--- src/rtl/ts_ins_pkg.sv ---
package ts_ins_pkg;

    localparam int SLOT_CNT   = 32;
    localparam int SLOT_BITS  = 8;
    localparam int TS_W       = $clog2(SLOT_CNT);
    localparam int BIT_W      = $clog2(SLOT_BITS);
    localparam int FRAME_BITS = SLOT_CNT * SLOT_BITS;
    localparam int POS_W      = $clog2(FRAME_BITS);
    localparam logic [POS_W-1:0] POS_LAST = POS_W'(FRAME_BITS - 1);
    localparam int PIPE_LAT   = 3;

    typedef struct packed {
        logic                 en;
        logic                 even;
        logic                 odd;
        logic [TS_W-1:0]      ts;
        logic [SLOT_BITS-1:0] mask;
    } ins_cfg_t;

endpackage

--- src/rtl/ts_ins_timing.sv ---
module ts_ins_timing
    import ts_ins_pkg::*;
(
    input  logic             clk,
    input  logic             rst_n,
    input  logic             fsync_i,
    input  ins_cfg_t         cfg_i,
    output logic [POS_W-1:0] pos_o,
    output logic             par_o,
    output ins_cfg_t         cfg_o
);

    typedef struct packed {
        logic [POS_W-1:0] pos;
        logic             cur_par;
        logic             nxt_par;
        ins_cfg_t         cfg;
    } tim_state_t;

    tim_state_t st_d, st_q;

    always_comb begin
        st_d = st_q;
        if (fsync_i) begin
            pos_o        = '0;
            par_o        = st_q.nxt_par;
            cfg_o        = cfg_i;
            st_d.nxt_par = ~st_q.nxt_par;
        end else begin
            pos_o = st_q.pos;
            par_o = st_q.cur_par;
            cfg_o = st_q.cfg;
        end
        st_d.pos     = (pos_o == POS_LAST) ? '0 : pos_o + 1'b1;
        st_d.cur_par = par_o;
        st_d.cfg     = cfg_o;
    end

    always_ff @(posedge clk) begin
        if (!rst_n) begin
            st_q <= '0;
        end else begin
            st_q <= st_d;
        end
    end


    cfg_hold_chk: assert property (@(posedge clk) disable iff (!rst_n)
        !fsync_i |=> $stable(st_q.cfg));


    pos_wrap_chk: assert property (@(posedge clk) disable iff (!rst_n)
        (!fsync_i && st_q.pos == POS_LAST) |=> st_q.pos == '0);


    par_toggle_chk: assert property (@(posedge clk) disable iff (!rst_n)
        fsync_i |=> st_q.nxt_par != $past(st_q.nxt_par));

endmodule

--- src/rtl/ts_ins_select.sv ---
module ts_ins_select
    import ts_ins_pkg::*;
(
    input  logic [POS_W-1:0] pos_i,
    input  logic             par_i,
    input  ins_cfg_t         cfg_i,
    output logic             sel_o
);

    logic [TS_W-1:0]      slot;
    logic [BIT_W-1:0]     bidx;
    logic [SLOT_BITS-1:0] bit_hot;
    logic                 frame_ok;

    assign slot = pos_i[POS_W-1:BIT_W];
    assign bidx = pos_i[BIT_W-1:0];

    for (genvar g = 0; g < SLOT_BITS; g++) begin : g_decode
        assign bit_hot[g] = (bidx == BIT_W'(g)) && cfg_i.mask[g];
    end

    always_comb begin
        frame_ok = par_i ? cfg_i.odd : cfg_i.even;
        sel_o    = cfg_i.en && frame_ok && (slot == cfg_i.ts) && (|bit_hot);
    end

endmodule

--- src/rtl/ts_ins_pipe.sv ---
module ts_ins_pipe
    import ts_ins_pkg::*;
(
    input  logic clk,
    input  logic rst_n,
    input  logic sel_i,
    input  logic bit_i,
    input  logic dl_bit_i,
    output logic req_o,
    output logic bit_o
);

    typedef struct packed {
        logic sel1;
        logic bit1;
        logic sel2;
        logic bit2;
        logic out;
    } pipe_state_t;

    pipe_state_t st_d, st_q;

    always_comb begin
        st_d      = st_q;
        st_d.sel1 = sel_i;
        st_d.bit1 = bit_i;
        st_d.sel2 = st_q.sel1;
        st_d.bit2 = st_q.bit1;
        st_d.out  = st_q.sel2 ? dl_bit_i : st_q.bit2;
    end

    always_ff @(posedge clk) begin
        if (!rst_n) begin
            st_q <= '0;
        end else begin
            st_q <= st_d;
        end
    end

    assign req_o = st_q.sel1;
    assign bit_o = st_q.out;


    req_single_chk: assert property (@(posedge clk) disable iff (!rst_n)
        req_o |=> (st_q.sel2 && !$past(st_q.sel2)) || st_q.sel2);

endmodule

--- src/rtl/ts_bit_inserter.sv ---
module ts_bit_inserter
    import ts_ins_pkg::*;
(
    input  logic                 clk,
    input  logic                 rst_n,
    input  logic                 fsync_i,
    input  logic                 bit_i,
    input  logic                 chan_en_i,
    input  logic                 even_en_i,
    input  logic                 odd_en_i,
    input  logic [TS_W-1:0]      ts_sel_i,
    input  logic [SLOT_BITS-1:0] bit_mask_i,
    input  logic                 dl_bit_i,
    output logic                 req_o,
    output logic                 bit_o
);

    ins_cfg_t         cfg_in;
    ins_cfg_t         cfg_act;
    logic [POS_W-1:0] pos;
    logic             par;
    logic             sel;

    always_comb begin
        cfg_in.en   = chan_en_i;
        cfg_in.even = even_en_i;
        cfg_in.odd  = odd_en_i;
        cfg_in.ts   = ts_sel_i;
        cfg_in.mask = bit_mask_i;
    end

    ts_ins_timing u_timing (
        .clk     (clk),
        .rst_n   (rst_n),
        .fsync_i (fsync_i),
        .cfg_i   (cfg_in),
        .pos_o   (pos),
        .par_o   (par),
        .cfg_o   (cfg_act)
    );

    ts_ins_select u_select (
        .pos_i (pos),
        .par_i (par),
        .cfg_i (cfg_act),
        .sel_o (sel)
    );

    ts_ins_pipe u_pipe (
        .clk      (clk),
        .rst_n    (rst_n),
        .sel_i    (sel),
        .bit_i    (bit_i),
        .dl_bit_i (dl_bit_i),
        .req_o    (req_o),
        .bit_o    (bit_o)
    );

    localparam int WARM_W = $clog2(PIPE_LAT + 1);

    logic [WARM_W-1:0] warm_d, warm_q;
    logic              warm;

    always_comb begin
        warm_d = warm_q;
        if (warm_q != WARM_W'(PIPE_LAT)) begin
            warm_d = warm_q + 1'b1;
        end
        warm = (warm_q == WARM_W'(PIPE_LAT));
    end

    always_ff @(posedge clk) begin
        if (!rst_n) begin
            warm_q <= '0;
        end else begin
            warm_q <= warm_d;
        end
    end


    through_chk: assert property (@(posedge clk) disable iff (!rst_n)
        (warm && !$past(req_o, 2)) |-> bit_o == $past(bit_i, 3));


    insert_chk: assert property (@(posedge clk) disable iff (!rst_n)
        (warm && $past(req_o, 2)) |-> bit_o == $past(dl_bit_i, 1));


    disabled_chk: assert property (@(posedge clk) disable iff (!rst_n)
        (fsync_i && !chan_en_i) |=> !req_o);


    empty_mask_chk: assert property (@(posedge clk) disable iff (!rst_n)
        (fsync_i && bit_mask_i == '0) |=> !req_o);

endmodule

--- config.mk ---
export PLATFORM = sky130hd
export DESIGN_NAME = ts_bit_inserter
export DESIGN_NICKNAME = d
export VERILOG_FILES = /design/src/rtl/ts_ins_pkg.sv /design/src/rtl/ts_ins_timing.sv /design/src/rtl/ts_ins_select.sv /design/src/rtl/ts_ins_pipe.sv /design/src/rtl/ts_bit_inserter.sv
export SDC_FILE = /design/constraint.sdc
export NUM_CORES = 1
export LEC_CHECK = 0
export BUFFER_PORTS_ARGS = -buffer_cell sky130_fd_sc_hd__buf_4
export CELL_PAD_IN_SITES_DETAIL_PLACEMENT = 0
export CELL_PAD_IN_SITES_GLOBAL_PLACEMENT = 1
export CORE_MARGIN = 3
export CORE_UTILIZATION = 43
export CTS_CLUSTER_DIAMETER = 100
export CTS_CLUSTER_SIZE = 14
export DETAILED_ROUTE_END_ITERATION = 10
export HOLD_SLACK_MARGIN = 0.12
export PLACE_DENSITY_LB_ADDON = 0.3
export RECOVER_POWER = 50
export SLEW_MARGIN = 20
export SYNTH_ARGS = -nofsm -noshare
export SYNTH_HDL_FRONTEND = slang
export SYNTH_HIERARCHICAL = 1
export SYNTH_SLANG_ARGS = --single-unit
--- constraint.sdc ---
create_clock -name clk -period 2.3 [get_ports clk]
set_clock_uncertainty 0.1 [all_clocks]
set_input_delay 0.345 -clock clk [delete_from_list [all_inputs] [get_ports clk]]
set_output_delay 0.345 -clock clk [all_outputs]
set_load 0.03 [all_outputs]
==> metrics.cfg <==
[cells_and_area]
diodes = 0
layout.cells.non_filler = 201
synthToLayoutAreaGrowth_pct = 20.5
fillers = 298
layout.nets = 178
drive_above_1_share_pct = 32.5

[logic_synthesis]
synth_edf_count = 0
ys_async_sr_fraction_pct = 0
synth_ff_type = dfxtp_1
synth_warnings = 6
ys_seq_area_share_pct = 43.6
synth_area_leaders = dfxtp_1 44%, mux2_2 13%, and2_1 9.2%, nor2b_1 4.0%, mux4_1 3.7%
ys_top_cells_by_count = 31 x dfxtp_1, 21 x and2_1, 17 x mux2_2, 9 x nor2b_1, 6 x xnor2_1
synth_largest_area_cell = dfxtp_1
yosys.cell_types.count = 33
syn_area_um2 = 1420
synth_nets = 152
netlist.area_leader.share_pct = 43.6
synth.most_common_cell = dfxtp_1
synthCells = 130
avgSynthCellArea_um2 = 11.0
synth-seq-cells = 31

[grt]
grt_max_degree = 26
overflow = 0
antenna_found_initial = 0
grt.total_usage_pct = 14.1
grt_pass1_wl_um = 4260
grt_pass1_vias = 974

[floorplan]
core_um2 = 3100
die_area_um2 = 4040
die_w_um = 63.5
die_h_um = 63.5
io_pins = 23
start_util_pct = 45.9
rows = 20

[setup_path]
critical_path.top_delay_family = multiplexers
cp-end-kind = register
critPathSlowestCell = mux4_1
cp_max_fo = 3
path_buf_inv = 0
critical_path_class = register to register
worstPathCellList = nor2b_1, mux4_1, mux2i_1, nor4_1, and2_1
cp_data_arrival_time_ps = 2000
cpPeakStageDelay_ps = 610
cp.required_ps = 2430
cp-start-kind = register

[clock_network]
tritoncts = done
cts_resized = 0
clk_pin_slew_ps = 100
cts-root-buf = clkbuf_4
htree_levels = 2
clk_path_buf_depth = 2
worstSkewPairLatency_ps = 330
cts_made_buffers = 5
cts.sinks = 31

[route]
wirelength_um = 2450
drt_iter0_drc = 25
drc_errors = 0
avgViaCountPerCell = 4.88
dr.pass1.iters = 4
wl_per_cell_um = 12.2
drtAntennaViolNets = 0
vias = 980

[sta]
drv_slew = 0
rsz0062_at_grt = false
fin_crit_sh_pct = 81.2
period_needed_ps = 1870
tns_ps = 0
finalWorstSetupSlack_ps = 432
worstMarginPinSlew_ps = 409
fmax_ghz = 0.535
max_slew_margin_pct = 72.7
hold_viol_final = 0
setup_viol = 0

[flow_run]
cap_violations = 0

[placed_design]
dpl.hpwl_um = 1810
gp_congestion = 0.704
place_ws_ps = 196
port_buffers = 22
dp.cells = 192

[run_status]
outcome = finished clean

[hold_path]
hp-class = input pin to register

[power]
ir_worst_vdd_uv = 404
p_leak_nw = 0.705
power.density_nw_per_um2 = 661

cells by family after synthesis:
family	share of synthesized area (%)
multiplexers	19.6
flip-flops	43.6
AND/OR/NAND/NOR	23.4
buffers and inverters	2.81
AO/OA/AOI/OAI	4.22
adder cells (fa/ha/maj)	0.879
XOR/XNOR	5.54
placed cells by master (no fill, tap or decap), types with 3 or more instances in the layout:
cell,instances
buf_4,22
nor2_1,4
dfxtp_1,31
mux2_1,3
and2_1,19
xnor2_1,6
nor2b_1,9
inv_1,3
clkbuf_4,6
mux2_2,15
xor2_1,3
final timing paths:
check,endpoint,startpoint,slack (ps),cells past startpoint
max,u_pipe/req_o,u_timing/st_q[18],430,5
min,u_pipe/bit_o,dl_bit_i,170,3
max reg2reg,u_pipe/req_o,u_timing/st_q[18],430,5
min reg2reg,u_pipe/st_q[1],u_pipe/st_d[1],340,1
area by class of cell:
| type | instances | area (um^2) | share of cell area, % |
|---|---|---|---|
| Tap cell | 44 | 55.1 | 3.21 |
| Clock inverter | 2 | 35.0 | 2.04 |
| Sequential cell | 31 | 621 | 36.2 |
| Clock buffer | 6 | 51.3 | 2.99 |
| Multi-Input combinational cell | 91 | 759 | 44.3 |
| Inverter | 3 | 11.3 | 0.656 |
| Timing Repair Buffer | 24 | 183 | 10.6 |
sequential cells by signal, indices dropped and copies added, names as in the netlist:
register       flops
u_timing/st_q     26
u_pipe/st_q        2
u_pipe/bit_o       1
u_pipe/req_o       1
u_pipe/st_d        1
layer usage:
metal	up-vias	part of all wire (%)	wire length, um	track usage [%]
li1	497	-	-	-
met1	464	43	1050	14.6
met2	17	51	1240	23.9
met3	2	5.6	136	7.49
met4	0	0.73	18	5.66
met5	-	0	0	0
stage by stage:
stage	utilization [%]	power [mW]	hold WS (ps)	cell area [um^2]
finish	55.3	1.13	169	1720
global route	55.3	1.20	167	1720
floorplan	-	0.664	312	1420
detailed placement	52.3	0.707	323	1620
global placement	52.3	0.704	316	1620
CTS	55.4	1.15	154	1720
power by group:
group	internal [mW]	total, mW	leakage (nW)	switching [mW]
Sequential	0.560	0.567	0.254	0.00682
Combinational	0.0753	0.124	0.403	0.0490
Clock	0.257	0.442	0.0482	0.185
Total	0.892	1.13	0.705	0.241
worst min-delay path, cell delays in order:
cell and delay (ps):
buf_4 70, mux2i_1 60, nor2b_1 90
timing repair:
action                                 CTS  global route
hold buffers                             1             0
endpoints found under the hold margin    1             0
setup buffers                            0             0
Power figures use the tool's default switching activity.
